File: src/rtl/fetch_pkg.sv
package fetch_pkg;

  typedef enum logic [1:0] {
    ST_RUN = 2'b00,
    ST_HLT = 2'b01,
    ST_INS = 2'b10
  } fetch_stat_e;

  localparam logic [3:0] OP_HALT  = 4'h0;
  localparam logic [3:0] OP_NOP   = 4'h1;
  localparam logic [3:0] OP_RRMOV = 4'h2;
  localparam logic [3:0] OP_IRMOV = 4'h3;
  localparam logic [3:0] OP_RMMOV = 4'h4;
  localparam logic [3:0] OP_MRMOV = 4'h5;
  localparam logic [3:0] OP_ALU   = 4'h6;
  localparam logic [3:0] OP_JUMP  = 4'h7;
  localparam logic [3:0] OP_CALL  = 4'h8;
  localparam logic [3:0] OP_RET   = 4'h9;
  localparam logic [3:0] OP_PUSH  = 4'hA;
  localparam logic [3:0] OP_POP   = 4'hB;

  localparam logic [3:0] REG_NONE = 4'hF;

endpackage

File: src/rtl/fetch_rst_sync.sv
module fetch_rst_sync #(
  parameter int STAGES = 2
) (
  input  logic clk,
  input  logic rst_n,
  output logic rst_sync_n
);

  logic [STAGES-1:0] chain_q;

  always_ff @(posedge clk or negedge rst_n) begin
    if (!rst_n) chain_q <= '0;
    else        chain_q <= {chain_q[STAGES-2:0], 1'b1};
  end

  assign rst_sync_n = chain_q[STAGES-1];

endmodule

File: src/rtl/fetch_len_decode.sv
module fetch_len_decode
  import fetch_pkg::*;
(
  input  logic [3:0] icode,
  output logic       has_reg,
  output logic       has_const,
  output logic       legal,
  output logic       is_halt,
  output logic       is_call
);

  always_comb begin
    has_reg   = 1'b0;
    has_const = 1'b0;
    legal     = 1'b1;
    unique case (icode)
      OP_HALT, OP_NOP, OP_RET: ;
      OP_RRMOV, OP_ALU, OP_PUSH, OP_POP: has_reg = 1'b1;
      OP_IRMOV, OP_RMMOV, OP_MRMOV: begin
        has_reg   = 1'b1;
        has_const = 1'b1;
      end
      OP_JUMP, OP_CALL: has_const = 1'b1;
      default: legal = 1'b0;
    endcase
  end

  assign is_halt = (icode == OP_HALT);
  assign is_call = (icode == OP_CALL);

endmodule

File: src/rtl/fetch_field_split.sv
module fetch_field_split
  import fetch_pkg::*;
#(
  parameter int WORD_BYTES = 4,
  localparam int WORD_W    = 8 * WORD_BYTES,
  localparam int FETCH_W   = 8 * (2 + WORD_BYTES)
) (
  input  logic [FETCH_W-1:0] bytes_i,
  input  logic               has_reg,
  input  logic               has_const,
  output logic [3:0]         icode,
  output logic [3:0]         ifun,
  output logic [3:0]         ra,
  output logic [3:0]         rb,
  output logic [WORD_W-1:0]  valc
);

  logic [WORD_W-1:0] const_short;
  logic [WORD_W-1:0] const_long;

  assign icode = bytes_i[7:4];
  assign ifun  = bytes_i[3:0];

  genvar g;
  generate
    for (g = 0; g < WORD_BYTES; g++) begin : g_lane
      assign const_short[8*g +: 8] = bytes_i[8*(1+g) +: 8];
      assign const_long[8*g +: 8]  = bytes_i[8*(2+g) +: 8];
    end
  endgenerate

  always_comb begin
    if (has_reg) begin
      ra = bytes_i[15:12];
      rb = bytes_i[11:8];
    end else begin
      ra = REG_NONE;
      rb = REG_NONE;
    end
    if (!has_const)   valc = '0;
    else if (has_reg) valc = const_long;
    else              valc = const_short;
  end

endmodule

File: src/rtl/fetch_pc_ctrl.sv
module fetch_pc_ctrl
  import fetch_pkg::*;
#(
  parameter int WORD_BYTES = 4,
  localparam int WORD_W    = 8 * WORD_BYTES
) (
  input  logic              clk,
  input  logic              rst_n,
  input  logic              step_i,
  input  logic              has_reg,
  input  logic              has_const,
  input  logic              legal,
  input  logic              is_halt,
  input  logic              is_call,
  input  logic [WORD_W-1:0] valc,
  output logic [WORD_W-1:0] pc,
  output logic [WORD_W-1:0] valp,
  output fetch_stat_e       stat
);

  logic [WORD_W-1:0] pc_q, pc_d;
  fetch_stat_e       stat_q, stat_d;
  logic              upd_en;
  logic [WORD_W-1:0] len;

  always_comb begin
    len = WORD_W'(1);
    if (has_reg)   len = len + WORD_W'(1);
    if (has_const) len = len + WORD_W'(WORD_BYTES);
  end

  assign valp = pc_q + len;

  always_comb begin
    pc_d   = pc_q;
    stat_d = stat_q;
    upd_en = step_i && (stat_q == ST_RUN);
    if (!legal)       stat_d = ST_INS;
    else if (is_halt) stat_d = ST_HLT;
    else if (is_call) pc_d   = valc;
    else              pc_d   = valp;
  end

  always_ff @(posedge clk or negedge rst_n) begin
    if (!rst_n) begin
      pc_q   <= '0;
      stat_q <= ST_RUN;
    end else if (upd_en) begin
      pc_q   <= pc_d;
      stat_q <= stat_d;
    end
  end

  assign pc   = pc_q;
  assign stat = stat_q;

endmodule

File: src/rtl/fetch_splitter.sv
module fetch_splitter
  import fetch_pkg::*;
(
  input  logic        clk,
  input  logic        rst_n,
  input  logic        step_i,
  output logic [31:0] pc_o,
  input  logic [47:0] imem_bytes_i,
  output logic [3:0]  icode_o,
  output logic [3:0]  ifun_o,
  output logic [3:0]  ra_o,
  output logic [3:0]  rb_o,
  output logic [31:0] valc_o,
  output logic [31:0] valp_o,
  output logic [1:0]  stat_o
);

  localparam int WORD_BYTES = 4;

  logic        rst_sync_n;
  logic        has_reg, has_const, legal, is_halt, is_call;
  fetch_stat_e stat;

  fetch_rst_sync #(.STAGES(2)) u_rst (
    .clk        (clk),
    .rst_n      (rst_n),
    .rst_sync_n (rst_sync_n)
  );

  fetch_field_split #(.WORD_BYTES(WORD_BYTES)) u_split (
    .bytes_i   (imem_bytes_i),
    .has_reg   (has_reg),
    .has_const (has_const),
    .icode     (icode_o),
    .ifun      (ifun_o),
    .ra        (ra_o),
    .rb        (rb_o),
    .valc      (valc_o)
  );

  fetch_len_decode u_dec (
    .icode     (icode_o),
    .has_reg   (has_reg),
    .has_const (has_const),
    .legal     (legal),
    .is_halt   (is_halt),
    .is_call   (is_call)
  );

  fetch_pc_ctrl #(.WORD_BYTES(WORD_BYTES)) u_pc (
    .clk       (clk),
    .rst_n     (rst_sync_n),
    .step_i    (step_i),
    .has_reg   (has_reg),
    .has_const (has_const),
    .legal     (legal),
    .is_halt   (is_halt),
    .is_call   (is_call),
    .valc      (valc_o),
    .pc        (pc_o),
    .valp      (valp_o),
    .stat      (stat)
  );

  assign stat_o = stat;

endmodule

File: config.mk
export PLATFORM = sky130hd
export DESIGN_NAME = fetch_splitter
export DESIGN_NICKNAME = d
export VERILOG_FILES = /design/src/rtl/fetch_pkg.sv /design/src/rtl/fetch_rst_sync.sv /design/src/rtl/fetch_len_decode.sv /design/src/rtl/fetch_field_split.sv /design/src/rtl/fetch_pc_ctrl.sv /design/src/rtl/fetch_splitter.sv
export SDC_FILE = /design/constraint.sdc
export NUM_CORES = 1
export LEC_CHECK = 0
export CORE_MARGIN = 2
export CORE_UTILIZATION = 40
export CTS_CLUSTER_SIZE = 14
export DETAILED_ROUTE_END_ITERATION = 6
export PLACE_DENSITY = 0.86
export SYNTH_ARGS = -nofsm -noshare
export SYNTH_HDL_FRONTEND = slang
export SYNTH_HIERARCHICAL = 1
export SYNTH_SLANG_ARGS = --single-unit
File: constraint.sdc
create_clock -name clk -period 4.3 [get_ports clk]
set_input_delay 0.86 -clock clk [delete_from_list [all_inputs] [get_ports clk]]
set_output_delay 0.86 -clock clk [all_outputs]
set_load 0.02 [all_outputs]
== Yosys cells after proc, flatten, opt, wreduce, memory -nomap -nowiden ==
Cells that the tools add are included.
Widths: inputs -> output; s select.
Word-level totals
  register bits: 36
  bits of input ports: 51
  output and inout port bits: 114
  logic and storage cells: 38
Operators by class
  add/subtract/negate cells: 2
  equality and inequality tests: 12
  muxes and demuxes: 12
  bitwise logic cells: 1
  reduce and logical (&&, ||, !) cells: 8
Operators by type and width (count)
  $mux 32: 4
  $add 32x32->32: 1
  $eq 4x3->1 const B: 4
  $eq 4x4->1 const B: 4
  $reduce_or 12->1: 1
  $eq 4x2->1 const B: 2
  $mux 4: 2
  $reduce_or 7->1: 1
  $mux 2: 3
  $reduce_or 5->1: 1
  $add 2x3->4 const B: 1
  $eq 4x1->1 const B: 1
  $logic_not 4->1: 1
  $mux 1: 3
  $reduce_and 3->1: 1
  $logic_not 2->1: 1
  $ne 2x2->1 const B: 1
  $reduce_and 2->1: 1
  $logic_and 1x1->1: 1
  $not 1->1: 1

== Logic depth before layout (Yosys ltp) ==
  word-level depth: 8
  depth in mapped cells: 11
  gate-level depth less buffers: 10

== Cells and area by module ==
Netlist, hierarchy kept.
Modules (own cells, without submodules)
  fetch_pc_ctrl: times used 1, cells each 306, area an instance 2556.2 µm², seq. area each 850.8 µm²
  fetch_field_split: times used 1, cells each 88, area an instance 724.4 µm², seq. area each 0.0 µm²
  fetch_len_decode: times used 1, cells each 8, area an instance 63.8 µm², seq. area each 0.0 µm²
  fetch_rst_sync: times used 1, cells each 3, area an instance 53.8 µm², seq. area each 50.0 µm²

== Least setup slack after synthesis ==
OpenSTA, ideal clock, no wires.
  kind: input to output
  start: in imem_bytes_i[7]
  end: out valp_o[27]
  data arrival time: 3.530 ns
  required time: 3.440 ns
  setup slack: -0.090 ns
  cell stages on the path: 10
  buffers on the path: 2
  cell sequence: buf_4 nor4b_2 or3_1 ha_1 nand3_1 a2111oi_4 and3_1 buf_2 nor2b_1 xor2_1
On the way
  elaborated cells between the ends (all ways): 17
  those cells by class: add/sub: 2; eq/ne: 9; mux: 4; reduce/logical: 2
RTL lines
  start: declaration: line fetch_splitter.sv:8  | input logic [47:0] imem_bytes_i,
  $eq 4x4->1
  via is_call: line fetch_splitter.sv:21  | logic has_reg, has_const, legal, is_halt, is_call;
  $reduce_or 5->1 (no line)
  $mux 1: line fetch_len_decode.sv:16  | unique case (icode)
  via has_const: line fetch_splitter.sv:21
  $mux 32: line fetch_pc_ctrl.sv:29  | if (has_const) len = len + WORD_W'(WORD_BYTES);
  $add 32x32->32: line fetch_pc_ctrl.sv:32  | assign valp = pc_q + len;
  end: declaration: line fetch_splitter.sv:14  | output logic [31:0] valp_o,
The timed path passes the listed nets, and every way through them passes these cells.

== Final worst setup path ==
  start: in imem_bytes_i[4]
  end: out valp_o[31]
On the way
  elaborated cells between the ends (all ways): 17
  those cells by class: add/sub: 2; eq/ne: 9; mux: 4; reduce/logical: 2
RTL lines (line)
  $eq 4x4->1, or another cell as far along: fetch_len_decode.sv:16
  $reduce_or 5->1 (no line) *
  $mux 1 *: fetch_len_decode.sv:16
  via has_const: fetch_splitter.sv:21
  $mux 32 *: fetch_pc_ctrl.sv:29
  $add 32x32->32 *: fetch_pc_ctrl.sv:32
The timed path passes the listed nets; every way through them passes the cells marked *.

==> qor.yml <==
status: "completed"
nNetsFinal: 627
numClockSinks: 36
remaining_global_route_overflow: 0
place_hpwl_mm: 9.17
routedWlPerCell_um: 18.3
min_path_type: "reg -> async"
detail_route.drc_violations: 0
route.detailed.vias_per_inst: 5.75
cts_hold_buf: 0
detail-route-antenna-nets: 0
gpl.final_weighted_congestion: 0.901
num_rows: 33
buffer_ports.inserted: 156
insertion_delay_ns: 0.29
power.share.switching_pct: 30.9
synthesis.area_um2: 3400
yosys.cell_types.count: 54
area_enclosed_by_the_die_boundary_um2: 9250
p_per_area_nw_per_um2: 186
crit_path_top_delay_cell: "sky130_fd_sc_hd__or3_4"
grt_start_max_net_pins: 59
cp_data_required_time_ns: 3.44
report.final.hold_viol_count: 0
whs_ns: 0.287
grt_pass1_wl_mm: 19.0
antenna-diode-count: 0
max_slew.worst_pin.slew_ns: 1.10
drtPass1Iterations: 4
synth.mux.area_fraction_pct: 10.6
power_frac_clock_pct: 31.2
via_count_of_the_first_global_routing_pass: 3756
synth_compound_gate_area_share_pct: 15.3
setup_tns_after_final_layout_ns: 0
dpl_cell_area_um2: 5180
synthesis.yosys.warnings: 6
critical-path-max-stage-delay_ns: 0.39
upper_clock_frequency_limit_mhz: 235
antenna_found_initial: 0
synth_sequential_area_ratio_pct: 26.5
max-slew-margin-rel_pct: 26.7
cellInternalPower_mw: 0.675
grt_busiest_layer: "met2"
met2_usage_pct: 43.4
core_area_um2: 8220
cp_data_arrival_time_ns: 3.40
critical_path.endpoint_type: "primary output"
grt_util_met1_pct: 34.0
start_util_pct: 41.4
cts.clk_slew.worst_paths_ns: 0.08
max_cap_viol: 0
synth_xor_area_share_pct: 7.73
drt_iter0_markers: 242
timing.clock.skew_ns: 0.00568
syn2layout_area_growth_pct: 54.4
synth_top_family_by_area: "simple AND/OR/NAND/NOR gates"
htreeDepth: 2
total_switching_power_mw: 0.302
cts-buffers-inserted: 5
die-width_um: 96.2
worstPathMaxFanout: 8
synth_adder_area_share_pct: 1.69
critPathKind: "in -> out"
timing.final.max_slew_violations: 0
postSynth.asyncResetShare_pct: 100
root_buffer: "sky130_fd_sc_hd__clkbuf_8"
period_needed_ns: 4.26
vdd_ir_drop_max_uv: 148
critPathLaunchType: "input pin"
finalCritPeriodShare_pct: 99.1
total_power_mw: 0.977
post-route-util_pct: 63.9
synthFlopType: "sky130_fd_sc_hd__dfrtp_1"
leakage_nw: 2.28
synth_fp_nets: 460
setup_violations: 0
path_cells: "dlygate4sd2_1 > and3b_1 > or3_4 > ha_4 > buf_4 > a21oi_2 > a2111oi_4 > buf_6 > nand4_1 > xnor2_1 > buf_2"
ctsLongestPathBuffers: 2
syn-instance-count: 405
comb_power_share_pct: 33.2
synth_edf_count: 0
totalWireLength_mm: 12.4
boundaryPins: 165
globalRouteTotalUtil_pct: 26.5
final_layout_size_suffix_gt1_share_pct: 15.4
ys_ff_latch: 36
synth_simple_gate_area_share_pct: 30.2
non_filler_cell_area_final_um2: 5250
met3_usage_pct: 3.84
detailroute.via_count: 3900
cts_tree: "done"
synth_area_per_cell_um2: 8.39
power_frac_seq_pct: 35.6
fp.dieH_um: 96.2
## final cells by class
class / instances / area (um2)
clock inverters: 2 / 35.0
repair buffers: 200 / 1790
well taps: 105 / 131
inverters: 5 / 18.8
flip-flops and latches: 36 / 901
clock buffers: 6 / 72.6
fillers: 705 / 2970
multi-input cells: 324 / 2290
## power groups by stage
stage	registers, mW	logic [mW]	clock network, mW
after floorplan	0.361	0.172	0
after global placement	0.354	0.318	0
after detailed placement	0.354	0.324	0
after CTS	0.347	0.323	0.311
after global routing	0.348	0.345	0.325
final	0.347	0.325	0.305
## state kept, by name (all words and copies together) (netlist names)
| register | count |
|---|---|
| u_pc/stat | 2 |
| u_rst/chain_q | 2 |
| u_pc/pc | 32 |
## path summary, 6_finish.rpt
path	to	start	cells after the start	slack, ns
worst max-delay path	valp_o[31]	imem_bytes_i[4]	11	0.04
worst min-delay path	u_pc/pc[13]	u_rst/chain_q[1]	1	0.29
worst max register to register	u_pc/pc[23]	u_pc/pc[2]	9	1.83
worst min register to register	u_pc/pc[13]	u_rst/chain_q[1]	1	0.29
max in group asynchronous	u_rst/chain_q[0]	rst_n	1	3.46
min in group clk	u_rst/chain_q[1]	u_rst/chain_q[0]	0	0.36
## repair_timing
item	4_1_cts	5_1_grt
pin swaps	5	8
endpoints found under the setup margin	30	25
gates resized for setup	73	28
buffers inserted	0	4
## cells by family (layout without fill, tap and decap cells)
family	after synthesis	count (layout)
AND/OR/NAND/NOR	175	175
AO/OA/AOI/OAI	78	78
buffers and inverters	45	213
multiplexers	36	36
flip-flops	36	36
XOR/XNOR	30	30
adder cells (fa/ha/maj)	4	4
other	1	1
## synth_stat cells, drive strengths merged, types with 5 or more instances
cell type	count	area (um2)
xor2	11	96.3
dfrtp	36	901
or4	9	67.6
o21ai	18	90.1
clkbuf	24	90.1
mux2i	35	350
nand3	28	140
nor2	14	52.6
a21oi	23	119
nand2b	10	62.6
nor3	6	30.0
inv	5	18.8
buf	16	158
nand2	23	86.3
nor2b	33	206
xnor2	19	166
and3	21	133
and4	6	52.6
a22oi	5	37.5
nand4	10	77.6
## worst max-delay path: cells and delay by family
kind / cells / cell delay (ns)
AOI/OAI and AO/OA: 2 / 0.44
xor gates and xnor gates: 1 / 0.23
adders and majority gates: 1 / 0.28
buffers and inverters: 4 / 0.80
and+or+nand+nor: 3 / 0.78
## cells in the final DEF, fill, tap and decap left out, types with 3 or more instances in the layout
master                            count
sky130_fd_sc_hd__nor3_1               5
sky130_fd_sc_hd__o21a_1               3
sky130_fd_sc_hd__nand3_1             27
sky130_fd_sc_hd__nor2_1              13
sky130_fd_sc_hd__o2bb2ai_1            4
sky130_fd_sc_hd__buf_2                7
sky130_fd_sc_hd__nand2b_1            10
sky130_fd_sc_hd__nand2_1             23
sky130_fd_sc_hd__a21oi_1             21
sky130_fd_sc_hd__o21ai_0             18
sky130_fd_sc_hd__clkdlybuf4s50_1    123
sky130_fd_sc_hd__clkbuf_8             5
sky130_fd_sc_hd__and2_1               4
sky130_fd_sc_hd__xnor2_1             19
sky130_fd_sc_hd__xor2_1              10
sky130_fd_sc_hd__buf_4               46
sky130_fd_sc_hd__and4_1               6
sky130_fd_sc_hd__a21o_1               3
sky130_fd_sc_hd__nor2b_1             32
sky130_fd_sc_hd__dfrtp_1             36
sky130_fd_sc_hd__and3_1              20
sky130_fd_sc_hd__o22a_1               3
sky130_fd_sc_hd__nand4_1              9
sky130_fd_sc_hd__mux2i_1             35
sky130_fd_sc_hd__or4_1                9
sky130_fd_sc_hd__a22oi_1              5
sky130_fd_sc_hd__dlygate4sd2_1       13
sky130_fd_sc_hd__o22ai_1              3
sky130_fd_sc_hd__clkbuf_2             9
sky130_fd_sc_hd__a31oi_1              4
sky130_fd_sc_hd__inv_1                5
## routing by layer
metal,vias up,wire (um)
li1,1800,-
met1,1881,5150
met2,190,6000
met3,29,889
met4,0,362
met5,-,0
## metrics by stage
step / cells / worst slack [ns]
after floorplan: 405 / 0.0229
after global placement: 666 / -0.578
after detailed placement: 666 / -0.668
after CTS: 674 / 0.000859
after global routing: 678 / -0.0339
final: 678 / 0.0370
(Power assumes the default switching activity.)
